==> src/rtl/ptw_pkg.sv <==
package ptw_pkg;
  localparam int VA_W   = 32;
  localparam int DOM_W  = 4;
  localparam int CODE_W = 4;
  localparam int FSR_W  = DOM_W + CODE_W;

  typedef enum logic [1:0] {
    ACC_READ  = 2'd0,
    ACC_WRITE = 2'd1,
    ACC_FETCH = 2'd2
  } acc_t;

  typedef enum logic [2:0] {
    ST_IDLE,
    ST_L1,
    ST_L2,
    ST_CHECK,
    ST_DONE
  } walk_st_t;

  localparam logic [CODE_W-1:0] FC_L1_XLAT  = 4'd5;
  localparam logic [CODE_W-1:0] FC_L2_XLAT  = 4'd7;
  localparam logic [CODE_W-1:0] FC_SEC_DOM  = 4'd9;
  localparam logic [CODE_W-1:0] FC_PG_DOM   = 4'd11;
  localparam logic [CODE_W-1:0] FC_SEC_PERM = 4'd13;
  localparam logic [CODE_W-1:0] FC_PG_PERM  = 4'd15;
endpackage

==> src/rtl/ptw_l2_decode.sv <==
module ptw_l2_decode
  import ptw_pkg::*;
(
  input  logic [VA_W-1:0] desc,
  input  logic [15:0]     va_lo,
  input  logic [1:0]      l1_kind,
  output logic [VA_W-1:0] pa,
  output logic [1:0]      ap,
  output logic            bad
);
  logic [1:0] sub_ap;
  logic       unused_cb;

  assign unused_cb = ^desc[3:2];

  // a large or small page splits into four quarters, and each quarter has its own permission field
  always_comb begin
    case (va_lo[15:14])
      2'd0:    sub_ap = desc[5:4];
      2'd1:    sub_ap = desc[7:6];
      2'd2:    sub_ap = desc[9:8];
      default: sub_ap = desc[11:10];
    endcase
  end

  // second-level kinds
  always_comb begin
    bad = 1'b0;
    pa  = '0;
    ap  = sub_ap;
    case (desc[1:0])
      2'd0: bad = 1'b1;
      2'd1: pa  = {desc[31:16], va_lo[15:0]};
      2'd2: pa  = {desc[31:12], va_lo[11:0]};
      default: begin
        pa  = {desc[31:10], va_lo[9:0]};
        ap  = desc[5:4];
        bad = (l1_kind == 2'd1);
      end
    endcase
  end
endmodule

==> src/rtl/ptw_perm.sv <==
module ptw_perm
  import ptw_pkg::*;
(
  input  logic [1:0] dfield,
  input  logic [1:0] ap,
  input  logic [1:0] acc,
  input  logic       priv,
  input  logic [1:0] rd_policy,
  output logic       grant_rd,
  output logic       grant_wr
);
  // the domain field bypasses the permission field, then the permission field is decoded
  always_comb begin
    grant_rd = 1'b0;
    grant_wr = 1'b0;
    if (dfield == 2'd3) begin
      grant_rd = 1'b1;
      grant_wr = 1'b1;
    end else begin
      case (ap)
        2'd0: begin
          if (acc != ACC_WRITE) begin
            case (rd_policy)
              2'd1:    grant_rd = priv;
              2'd2:    grant_rd = 1'b1;
              default: grant_rd = 1'b0;
            endcase
          end
        end
        2'd1: begin
          grant_rd = priv;
          grant_wr = priv;
        end
        2'd2: begin
          grant_rd = priv || (acc != ACC_WRITE);
          grant_wr = priv;
        end
        default: begin
          grant_rd = 1'b1;
          grant_wr = 1'b1;
        end
      endcase
    end
  end
endmodule

==> src/rtl/pt_walker.sv <==
module pt_walker
  import ptw_pkg::*;
#(
  parameter logic [31:0] RELOC_LIMIT = 32'h0200_0000
) (
  input  logic        clk,
  input  logic        rst_n,
  input  logic        req_valid,
  output logic        req_ready,
  input  logic [31:0] req_va,
  input  logic [1:0]  req_acc,
  input  logic        req_priv,
  input  logic [31:0] cfg_ctrl,
  input  logic [31:0] cfg_ttb,
  input  logic [31:0] cfg_dacr,
  input  logic [31:0] cfg_pid,
  output logic        mem_req_valid,
  input  logic        mem_req_ready,
  output logic [31:0] mem_req_addr,
  input  logic        mem_rsp_valid,
  input  logic [31:0] mem_rsp_data,
  output logic        rsp_valid,
  output logic        rsp_fault,
  output logic [31:0] rsp_pa,
  output logic        rsp_rd,
  output logic        rsp_wr,
  output logic [7:0]  rsp_fsr,
  output logic [7:0]  ifsr,
  output logic [31:0] ifar,
  output logic [7:0]  dfsr,
  output logic [31:0] dfar
);
  walk_st_t           st_q, st_d;
  logic               iss_q, iss_d;
  logic [VA_W-1:0]    va_q, eff_q, d1_q, cpa_q, cpa_d;
  logic [1:0]         acc_q, cap_q, cap_d;
  logic               priv_q, pg_q, pg_d;
  logic               accept, ld_d1, ld_chk, go_done;
  logic               nx_fault, nx_rd, nx_wr;
  logic [CODE_W-1:0]  nx_code;
  logic [VA_W-1:0]    nx_pa, eff_in, dsrc;
  logic [DOM_W-1:0]   dom;
  logic [1:0]         dfield;
  logic               rsp_hit;
  logic [VA_W-1:0]    l2_pa;
  logic [1:0]         l2_ap;
  logic               l2_bad;
  logic               p_rd, p_wr;
  logic               unused_cfg;

  assign unused_cfg = ^{cfg_ctrl[31:10], cfg_ctrl[7:1], cfg_ttb[13:0], d1_q[9], d1_q[4:2]};

  // low-address relocation
  assign eff_in    = (req_va < RELOC_LIMIT) ? (req_va + cfg_pid) : req_va;
  assign req_ready = (st_q == ST_IDLE);
  assign accept    = req_ready && req_valid;
  assign rsp_valid = (st_q == ST_DONE);
  assign rsp_hit   = iss_q && mem_rsp_valid;

  assign dsrc   = (st_q == ST_L1) ? mem_rsp_data : d1_q;
  assign dom    = dsrc[8:5];
  assign dfield = cfg_dacr[{dom, 1'b0} +: 2];

  // descriptor addresses
  assign mem_req_valid = ((st_q == ST_L1) || (st_q == ST_L2)) && !iss_q;
  assign mem_req_addr  = (st_q == ST_L1) ? {cfg_ttb[31:14], eff_q[31:20], 2'b00}
                                         : {d1_q[31:10], eff_q[19:12], 2'b00};

  ptw_l2_decode u_l2 (
    .desc    (mem_rsp_data),
    .va_lo   (eff_q[15:0]),
    .l1_kind (d1_q[1:0]),
    .pa      (l2_pa),
    .ap      (l2_ap),
    .bad     (l2_bad)
  );

  ptw_perm u_perm (
    .dfield    (dfield),
    .ap        (cap_q),
    .acc       (acc_q),
    .priv      (priv_q),
    .rd_policy (cfg_ctrl[9:8]),
    .grant_rd  (p_rd),
    .grant_wr  (p_wr)
  );

  always_comb begin
    st_d     = st_q;
    iss_d    = iss_q;
    ld_d1    = 1'b0;
    ld_chk   = 1'b0;
    cpa_d    = cpa_q;
    cap_d    = cap_q;
    pg_d     = pg_q;
    go_done  = 1'b0;
    nx_fault = 1'b0;
    nx_code  = '0;
    nx_pa    = '0;
    nx_rd    = 1'b0;
    nx_wr    = 1'b0;
    if (mem_req_valid && mem_req_ready) iss_d = 1'b1;
    case (st_q)
      ST_IDLE: begin
        if (accept) begin
          iss_d = 1'b0;
          if (!cfg_ctrl[0]) begin
            go_done = 1'b1;
            nx_pa   = eff_in;
            nx_rd   = 1'b1;
            nx_wr   = 1'b1;
          end else begin
            st_d = ST_L1;
          end
        end
      end
      ST_L1: begin
        if (rsp_hit) begin
          ld_d1 = 1'b1;
          if (mem_rsp_data[1:0] == 2'd0) begin
            go_done  = 1'b1;
            nx_fault = 1'b1;
            nx_code  = FC_L1_XLAT;
          end else if (!dfield[0]) begin
            go_done  = 1'b1;
            nx_fault = 1'b1;
            nx_code  = (mem_rsp_data[1:0] == 2'd2) ? FC_SEC_DOM : FC_PG_DOM;
          end else if (mem_rsp_data[1:0] == 2'd2) begin
            ld_chk = 1'b1;
            cpa_d  = {mem_rsp_data[31:20], eff_q[19:0]};
            cap_d  = mem_rsp_data[11:10];
            pg_d   = 1'b0;
            st_d   = ST_CHECK;
          end else begin
            iss_d = 1'b0;
            st_d  = ST_L2;
          end
        end
      end
      ST_L2: begin
        if (rsp_hit) begin
          if (l2_bad) begin
            go_done  = 1'b1;
            nx_fault = 1'b1;
            nx_code  = FC_L2_XLAT;
          end else begin
            ld_chk = 1'b1;
            cpa_d  = l2_pa;
            cap_d  = l2_ap;
            pg_d   = 1'b1;
            st_d   = ST_CHECK;
          end
        end
      end
      ST_CHECK: begin
        go_done = 1'b1;
        if (!p_rd) begin
          nx_fault = 1'b1;
          nx_code  = pg_q ? FC_PG_PERM : FC_SEC_PERM;
        end else begin
          nx_pa = cpa_q;
          nx_rd = p_rd;
          nx_wr = p_wr;
        end
      end
      default: st_d = ST_IDLE;
    endcase
    if (go_done) st_d = ST_DONE;
  end

  always_ff @(posedge clk or negedge rst_n) begin
    if (!rst_n) begin
      st_q      <= ST_IDLE;
      iss_q     <= 1'b0;
      va_q      <= '0;
      eff_q     <= '0;
      acc_q     <= '0;
      priv_q    <= 1'b0;
      d1_q      <= '0;
      cpa_q     <= '0;
      cap_q     <= '0;
      pg_q      <= 1'b0;
      rsp_fault <= 1'b0;
      rsp_pa    <= '0;
      rsp_rd    <= 1'b0;
      rsp_wr    <= 1'b0;
      rsp_fsr   <= '0;
      ifsr      <= '0;
      ifar      <= '0;
      dfsr      <= '0;
      dfar      <= '0;
    end else begin
      st_q  <= st_d;
      iss_q <= iss_d;
      if (accept) begin
        va_q   <= req_va;
        eff_q  <= eff_in;
        acc_q  <= req_acc;
        priv_q <= req_priv;
      end
      if (ld_d1) d1_q <= mem_rsp_data;
      if (ld_chk) begin
        cpa_q <= cpa_d;
        cap_q <= cap_d;
        pg_q  <= pg_d;
      end
      if (go_done) begin
        rsp_fault <= nx_fault;
        rsp_pa    <= nx_pa;
        rsp_rd    <= nx_rd;
        rsp_wr    <= nx_wr;
        rsp_fsr   <= nx_fault ? {dom, nx_code} : '0;
      end
      // fault register steering
      if (go_done && nx_fault) begin
        if (acc_q == ACC_FETCH) begin
          ifsr <= {dom, nx_code};
          ifar <= va_q;
        end else begin
          dfsr <= {dom, nx_code};
          dfar <= va_q;
        end
      end
    end
  end

  a_r1_single_pulse: assert property (@(posedge clk) disable iff (!rst_n)
    rsp_valid |=> !rsp_valid && req_ready);

  a_r1_mem_hold: assert property (@(posedge clk) disable iff (!rst_n)
    mem_req_valid && !mem_req_ready |=> mem_req_valid && $stable(mem_req_addr));

  a_r3_no_read_when_off: assert property (@(posedge clk) disable iff (!rst_n)
    mem_req_valid |-> cfg_ctrl[0]);

  a_r9_grant_reads: assert property (@(posedge clk) disable iff (!rst_n)
    rsp_valid && !rsp_fault |-> rsp_rd);

  a_r10_fault_denies: assert property (@(posedge clk) disable iff (!rst_n)
    rsp_valid && rsp_fault |-> !rsp_rd && !rsp_wr && rsp_fsr[0]);

  a_r11_ifault_regs: assert property (@(posedge clk) disable iff (!rst_n)
    !$stable(ifsr) || !$stable(ifar) |-> rsp_valid && rsp_fault);

  a_r11_dfault_regs: assert property (@(posedge clk) disable iff (!rst_n)
    !$stable(dfsr) || !$stable(dfar) |-> rsp_valid && rsp_fault);
endmodule

==> config.mk <==
export PLATFORM = sky130hd
export DESIGN_NAME = pt_walker
export DESIGN_NICKNAME = d
export VERILOG_FILES = /design/src/rtl/ptw_pkg.sv /design/src/rtl/ptw_l2_decode.sv /design/src/rtl/ptw_perm.sv /design/src/rtl/pt_walker.sv
export SDC_FILE = /design/constraint.sdc
export NUM_CORES = 1
export LEC_CHECK = 0
export ABC_AREA = 1
export ABC_CLOCK_PERIOD_IN_PS = 4500
export BUFFER_PORTS_ARGS = -buffer_cell sky130_fd_sc_hd__clkbuf_2
export CAP_MARGIN = 20
export CORE_UTILIZATION = 52
export DETAILED_ROUTE_END_ITERATION = 16
export PLACE_DENSITY = 0.88
export SYNTH_ARGS = -nofsm -noshare
export SYNTH_HDL_FRONTEND = slang
export SYNTH_SLANG_ARGS = --single-unit
export TNS_END_PERCENT = 30
==> constraint.sdc <==
create_clock -name clk -period 4.5 [get_ports clk]
set_input_delay 0.225 -clock clk [delete_from_list [all_inputs] [get_ports clk]]
set_output_delay 0.225 -clock clk [all_outputs]
set_load 0.01 [all_outputs]
==> results.toml, run 1 <==
[clocking]
ctsLongestPathBuffers = 3
htreeDepth = 1
cts_num_sinks = 257
cts_hold_buf = 31
worstSkewPairLatency_ps = 540
cts-root-buf = "clkbuf_16"
clkTransAtPathRegs_ps = 60
post_cts_buffers = 0
cts_buffers = 27
cts_resized = 0
cts_tree = "done"

[hold_path]
hold_class = "input pin to flip-flop"

[worst_setup_path]
worstPathCellList = "nor2_1, nand2_2, nand2_1, nand2_1, nand2_1, nand3_1, nand3_1, nand2_1, nand2_1, nand2_1, nand2_1, nand2_1, nand2_1, inv_1, buf_4, nand2_1, o211ai_1"
cpMostUsedCell = "nand2_1"
end_kind = "flip-flop"
required_ps = 4890
crit_path_top_delay_cell = "nand2_1"
cpPeakStageDelay_ps = 470
crit_path_start_kind = "flip-flop"
arrival_ps = 3900
crit_type = "flip-flop to flip-flop"
reg2reg_slack_ps = 990
worstPathMaxFanout = 15

[routing]
dr.pass1.iters = 6
drt_iter0_drc = 1588
viasPerCell = 5.585
drc_errors = 0
wirelength_um = 44860
avgRoutedWirePerCell_um = 18.22
vias = 13750
ant_nets = 0

[synth]
ys_seq_area_share_pct = 47.49
syn_avg_cell_area_um2 = 7.511
yosysTopAreaCell = "dfrtp_1"
synth_seq_cells = 257
yosysTopAreaCellShare_pct = 47.49
synth_top_cells_by_area = "dfrtp_1 (47%), nand2_1 (20%), nand3_1 (7.3%), o21ai_0 (5.2%), inv_1 (4.4%)"
synth_cell_types = 44
postSynthCellCount = 1803
syn-cell-area_um2 = 13540
yosysWarnings = 0

[placed_design]
gp_congestion = 0.9332
port_buffers = 310
dp_hpwl_um = 32330
dp_slack_ps = 1081

[floorplanning]
io_pins = 358
rows = 58
dieWidth_um = 163.4
dieHeight_um = 163.4
dieArea_um2 = 26690
core_um2 = 25400
start_util_pct = 53.32

[timing]
hold_viol = 0
fin_tns_setup_ps = 0
slew_viol_final = 0
fmaxAchievable_ghz = 0.2850
maxSlewHeadroom_pct = 39.64
tightest_slew_ps = 904.5
layout_setup_ws_ps = 991.4
rsz0062_at_grt = "false"
finalCritPeriodShare_pct = 77.97
setup_violations = 0
min_period_ps = 3509
skew_ps = 26.45

[finish]
finalCoreUtilization_pct = 65.08
mostFrequentLayoutCell = "nand2_1"
drive_gt1_share_pct = 18.62
area_delta_synth_final_pct = 22.05
diodes = 0
nets = 2351
nFillCells = 2104
layout_common_cells = "nand2_1 (705), clkbuf_2 (309), dfrtp_1 (257)"

[power]
p_leak_nw = 9.113
peakVddDrop_v = 0.0004215
powerDensity_nw_per_um2 = 645.4

[global_route]
grt_pass1_wl_um = 69010
antenna_found_initial = 0
gr-usage-all-layers_pct = 33.42
grt_pass1_vias = 12860
overflow = 0
grt_max_degree = 115

[job]
drv_cap = 0

[outcome]
status = "complete, no violations"
==> registers in the layout, summed over array words and instances, names as in the netlist, 2 cells and up <==
register / cells
dfsr: 8
cap_q: 2
dfar: 32
cpa_q: 32
acc_q: 2
rsp_pa: 32
ifar: 32
rsp_fsr: 8
eff_q: 32
st_q: 3
ifsr: 8
d1_q: 28
va_q: 32
==> layer usage <==
layer / global-route usage [%] / vias up / part of all wire, %
met5: 0 / - / 0
met4: 15.97 / 0 / 5.3
met3: 5.358 / 150 / 8.5
met2: 53.18 / 787 / 46
met1: 44.55 / 6383 / 40
li1: - / 6431 / -
==> synthesized netlist by cell type, drive strengths merged <==
cell type / n
nand2: 708
buf: 34
conb: 1
o311ai: 1
nor4: 2
nand4: 6
xor2: 10
ha: 37
a211oi: 1
o211ai: 27
a21o: 5
a21oi: 48
fa: 1
o2111ai: 2
a21boi: 4
o31ai: 1
o21bai: 6
xnor2: 3
inv: 162
a2111oi: 2
o21ai: 154
clkbuf: 47
o21a: 3
a31oi: 1
dfrtp: 257
o221ai: 1
o22ai: 2
nand3: 199
nor3: 8
nor2: 58
or2: 6
a22oi: 1
mux2i: 1
a32oi: 4
==> through the flow <==
stage                     power (mW)  instance area [um2]  instances  hold WS (ps)
after floorplan                6.578                13550       1804        -70.59
after global placement         8.107                15310       2383         300.0
after detailed placement       8.294                15310       2383         320.1
after CTS                      10.61                16530       2462         14.44
after global routing           11.37                16530       2462         40.03
final                          10.67                16530       2462         32.80
==> layout make-up <==
class | count | area [um2] | area share (%)
Clock buffer | 42 | 862.1 | 5.215
Timing Repair Buffer | 361 | 2034 | 12.31
Sequential cell | 257 | 6431 | 38.91
Clock inverter | 6 | 46.29 | 0.2801
Multi-Input combinational cell | 1304 | 6135 | 37.11
Inverter | 162 | 608.1 | 3.679
Tap cell | 330 | 412.9 | 2.498
==> cell families (layout without fill, tap and decap cells) <==
family | after synthesis | in the layout | synth area share, %
flip-flops | 257 | 257 | 47.49
multiplexers | 1 | 1 | 0.07391
buffers and inverters | 243 | 571 | 7.317
AO/OA/AOI/OAI | 263 | 263 | 11.05
AND/OR/NAND/NOR | 987 | 987 | 29.64
other | 1 | 2 | 0.02769
XOR/XNOR | 13 | 13 | 0.8407
adder cells (fa/ha/maj) | 38 | 38 | 3.566
==> final timing paths <==
path,from,end,depth (start not counted)
worst max-delay path,st_q[2]$_DFFE_PN0P_,rsp_pa[11]$_DFFE_PN0P_,17
worst min-delay path,mem_rsp_data[7],d1_q[7]$_DFFE_PN0P_,3
worst max register to register,st_q[2]$_DFFE_PN0P_,rsp_pa[11]$_DFFE_PN0P_,17
worst min register to register,dfsr[0]$_DFFE_PN0P_,dfsr[0]$_DFFE_PN0P_,2
max in group asynchronous,rst_n,ifar[14]$_DFFE_PN0P_,3
min in group asynchronous,rst_n,d1_q[18]$_DFFE_PN0P_,2
==> power breakdown <==
| part | internal, mW | switching (mW) |
|---|---|---|
| clock network | 1.31 | 0.928 |
| logic | 1.48 | 2.92 |
| registers | 3.33 | 0.688 |
| total | 6.13 | 4.54 |
==> worst max-delay path, delay by kind of cell (launching register included) <==
kind            cells  cell delay, ps
simple gates       14            2200
buf+inv             2             660
flops               1             420
compound gates      1              80
Power figures use the tool's default switching activity.
==> inputs of run 2 (changes only) <==
Settings changed: ABC_CLOCK_PERIOD_IN_PS 4500 to 2900, CORE_UTILIZATION 52 to 48, PLACE_DENSITY 0.88 to 0.86.
Clock period 4.5 ns to 2.9 ns, I/O delays scaled along.
==> results.toml, run 2 (synthesized netlist as in run 1, its figures left out) <==
[job]
drv_cap = 0

[power]
peakVddDrop_v = 0.0004434
power_switching_share_pct = 42.19
power.share.sequential_pct = 37.3
p_int_mw = 9.711
powerDensity_nw_per_um2 = 982.7
power_mw = 16.80
comb_power_share_pct = 42.3
pwr-share-clk_pct = 20.4
power_switching_mw = 7.088
p_leak_nw = 9.336

[clocking]
clkTransAtPathRegs_ps = 60
worstSkewPairLatency_ps = 530
cts_buffers = 26
cts_tree = "done"
htreeDepth = 1
ctsLongestPathBuffers = 3
cts_num_sinks = 257
cts-root-buf = "clkbuf_16"

[finish]
diodes = 0
mostFrequentLayoutCell = "nand2_1"
drive_gt1_share_pct = 19.54
area_delta_synth_final_pct = 26.23
stdcell_count = 2558
layout_common_cells = "nand2_1 (702), clkbuf_2 (309), dfrtp_1 (257)"
nets = 2399

[worst_setup_path]
crit_path_start_kind = "flip-flop"
end_kind = "flip-flop"
required_ps = 3350
crit_type = "flip-flop to flip-flop"
arrival_ps = 3110
worstPathMaxFanout = 25

[global_route]
gr-usage-all-layers_pct = 31.82
grt_max_degree = 97
grt_pass1_wl_um = 71420
antenna_found_initial = 0
grt_pass1_vias = 13500
overflow = 0

[timing]
layout_setup_ws_ps = 240.9
fmaxAchievable_ghz = 0.3761
tightest_slew_ps = 722.8
min_period_ps = 2659
fin_tns_setup_ps = 0
skew_ps = 14.23
setup_violations = 0
maxSlewHeadroom_pct = 51.81
slew_viol_final = 0
rsz0062_at_grt = "false"
finalCritPeriodShare_pct = 91.69
hold_viol = 0

[floorplanning]
dieHeight_um = 170.0
core_um2 = 27780
dieWidth_um = 170.0
dieArea_um2 = 28890
rows = 61
io_pins = 358
start_util_pct = 48.75

[routing]
dr.pass1.iters = 6
avgRoutedWirePerCell_um = 18.16
wirelength_um = 46450
drt_iter0_drc = 1572
drc_errors = 0
viasPerCell = 5.523
ant_nets = 0
vias = 14130

[hold_path]
hold_class = "input pin to flip-flop"

[placed_design]
port_buffers = 310
dp_hpwl_um = 34260
dp_slack_ps = -29.09
dp.cells = 2453
gp_congestion = 0.9489

[outcome]
status = "complete, no violations"
run 2: cell types whose count changed in the layout (fill, tap and decap cells not counted), moves of 2 or more:
cell           change
inv_6              -3
buf_12             +6
bufinv_16          +2
nand2_1            -3
dlygate4sd3_1     +22
nand2_2            +3
clkbuf_8           -7
inv_4              +2
buf_6              +2
clkinvlp_4         +3
clkinv_2           +4
buf_4             +17
clkbuf_1           +2
inv_2              -2
run 2: power by group through the flow:
stage / Sequential (mW) / Clock [mW] / Combinational (mW)
final: 6.26 / 3.43 / 7.11
after global routing: 6.41 / 3.61 / 7.90
after CTS: 6.21 / 3.47 / 6.94
after detailed placement: 6.26 / 0 / 6.83
after global placement: 6.21 / 0 / 6.59
after floorplan: 6.28 / 0 / 3.93
run 2: per-stage QoR:
stage | hold WS [ps] | utilization (%) | area (um2)
after floorplan | -150.6 | - | 13550
after global placement | 223.8 | 56.15 | 15600
after detailed placement | 228.0 | 56.15 | 15600
after CTS | 5.221 | 61.27 | 17020
after global routing | 20.10 | 61.53 | 17100
final | 17.31 | 61.53 | 17100
run 2: path summary, 6_finish.rpt:
path / startpoint / end / slack [ps] / cells after the start
min in group asynchronous: rst_n / ifar[22]$_DFFE_PN0P_ / 260 / 2
max in group asynchronous: rst_n / eff_q[29]$_DFFE_PN0P_ / 1780 / 3
worst min-delay path: req_va[28] / va_q[28]$_DFFE_PN0P_ / 20 / 3
worst min register to register: ifsr[0]$_DFFE_PN0P_ / ifsr[0]$_DFFE_PN0P_ / 470 / 2
worst max-delay path: st_q[1]$_DFFE_PN0P_ / ifar[18]$_DFFE_PN0P_ / 240 / 15
worst max register to register: st_q[1]$_DFFE_PN0P_ / ifar[18]$_DFFE_PN0P_ / 240 / 15
run 2: what timing repair did:
item | in CTS | in global routing
cloned | 0 | 2
resized for setup | 2 | 10
hold endpoints to repair | 159 | 0
pin swaps | 0 | 1
buffers inserted | 0 | 3
hold buffers | 53 | 0
setup endpoints to repair | 23 | 88
run 2: worst max-delay path, stage by stage (launching register included):
cell and delay, ps:
dfrtp_1 420, nor2_2 170, nand2_2 90, buf_4 210
o21ai_2 290, nand3_1 130, nand3_1 100, nand2_1 50
nand2_1 50, nand2_1 80, nand2_1 120, nand3_2 120
nand3_2 180, buf_4 300, nand3_1 150, nand2_1 100
run 2: final cells by class:
type,instances,area (um2)
fillers,2431,10690
flip-flops and latches,257,6431
inverters,162,616.8
clock buffers,37,773.2
clock inverters,10,107.6
well taps,378,473.0
repair buffers,408,2525
multi-input cells,1305,6161
repair inverters,1,7.507
run 2: metal layers:
layer  global-route usage [%]  wire length, um  vias up
met4                    14.53             2397        0
met2                    50.16            20830      829
li1                         -                -     6543
met1                    43.03            19090     6584
met5                        0                0        -
met3                    5.209             4128      172
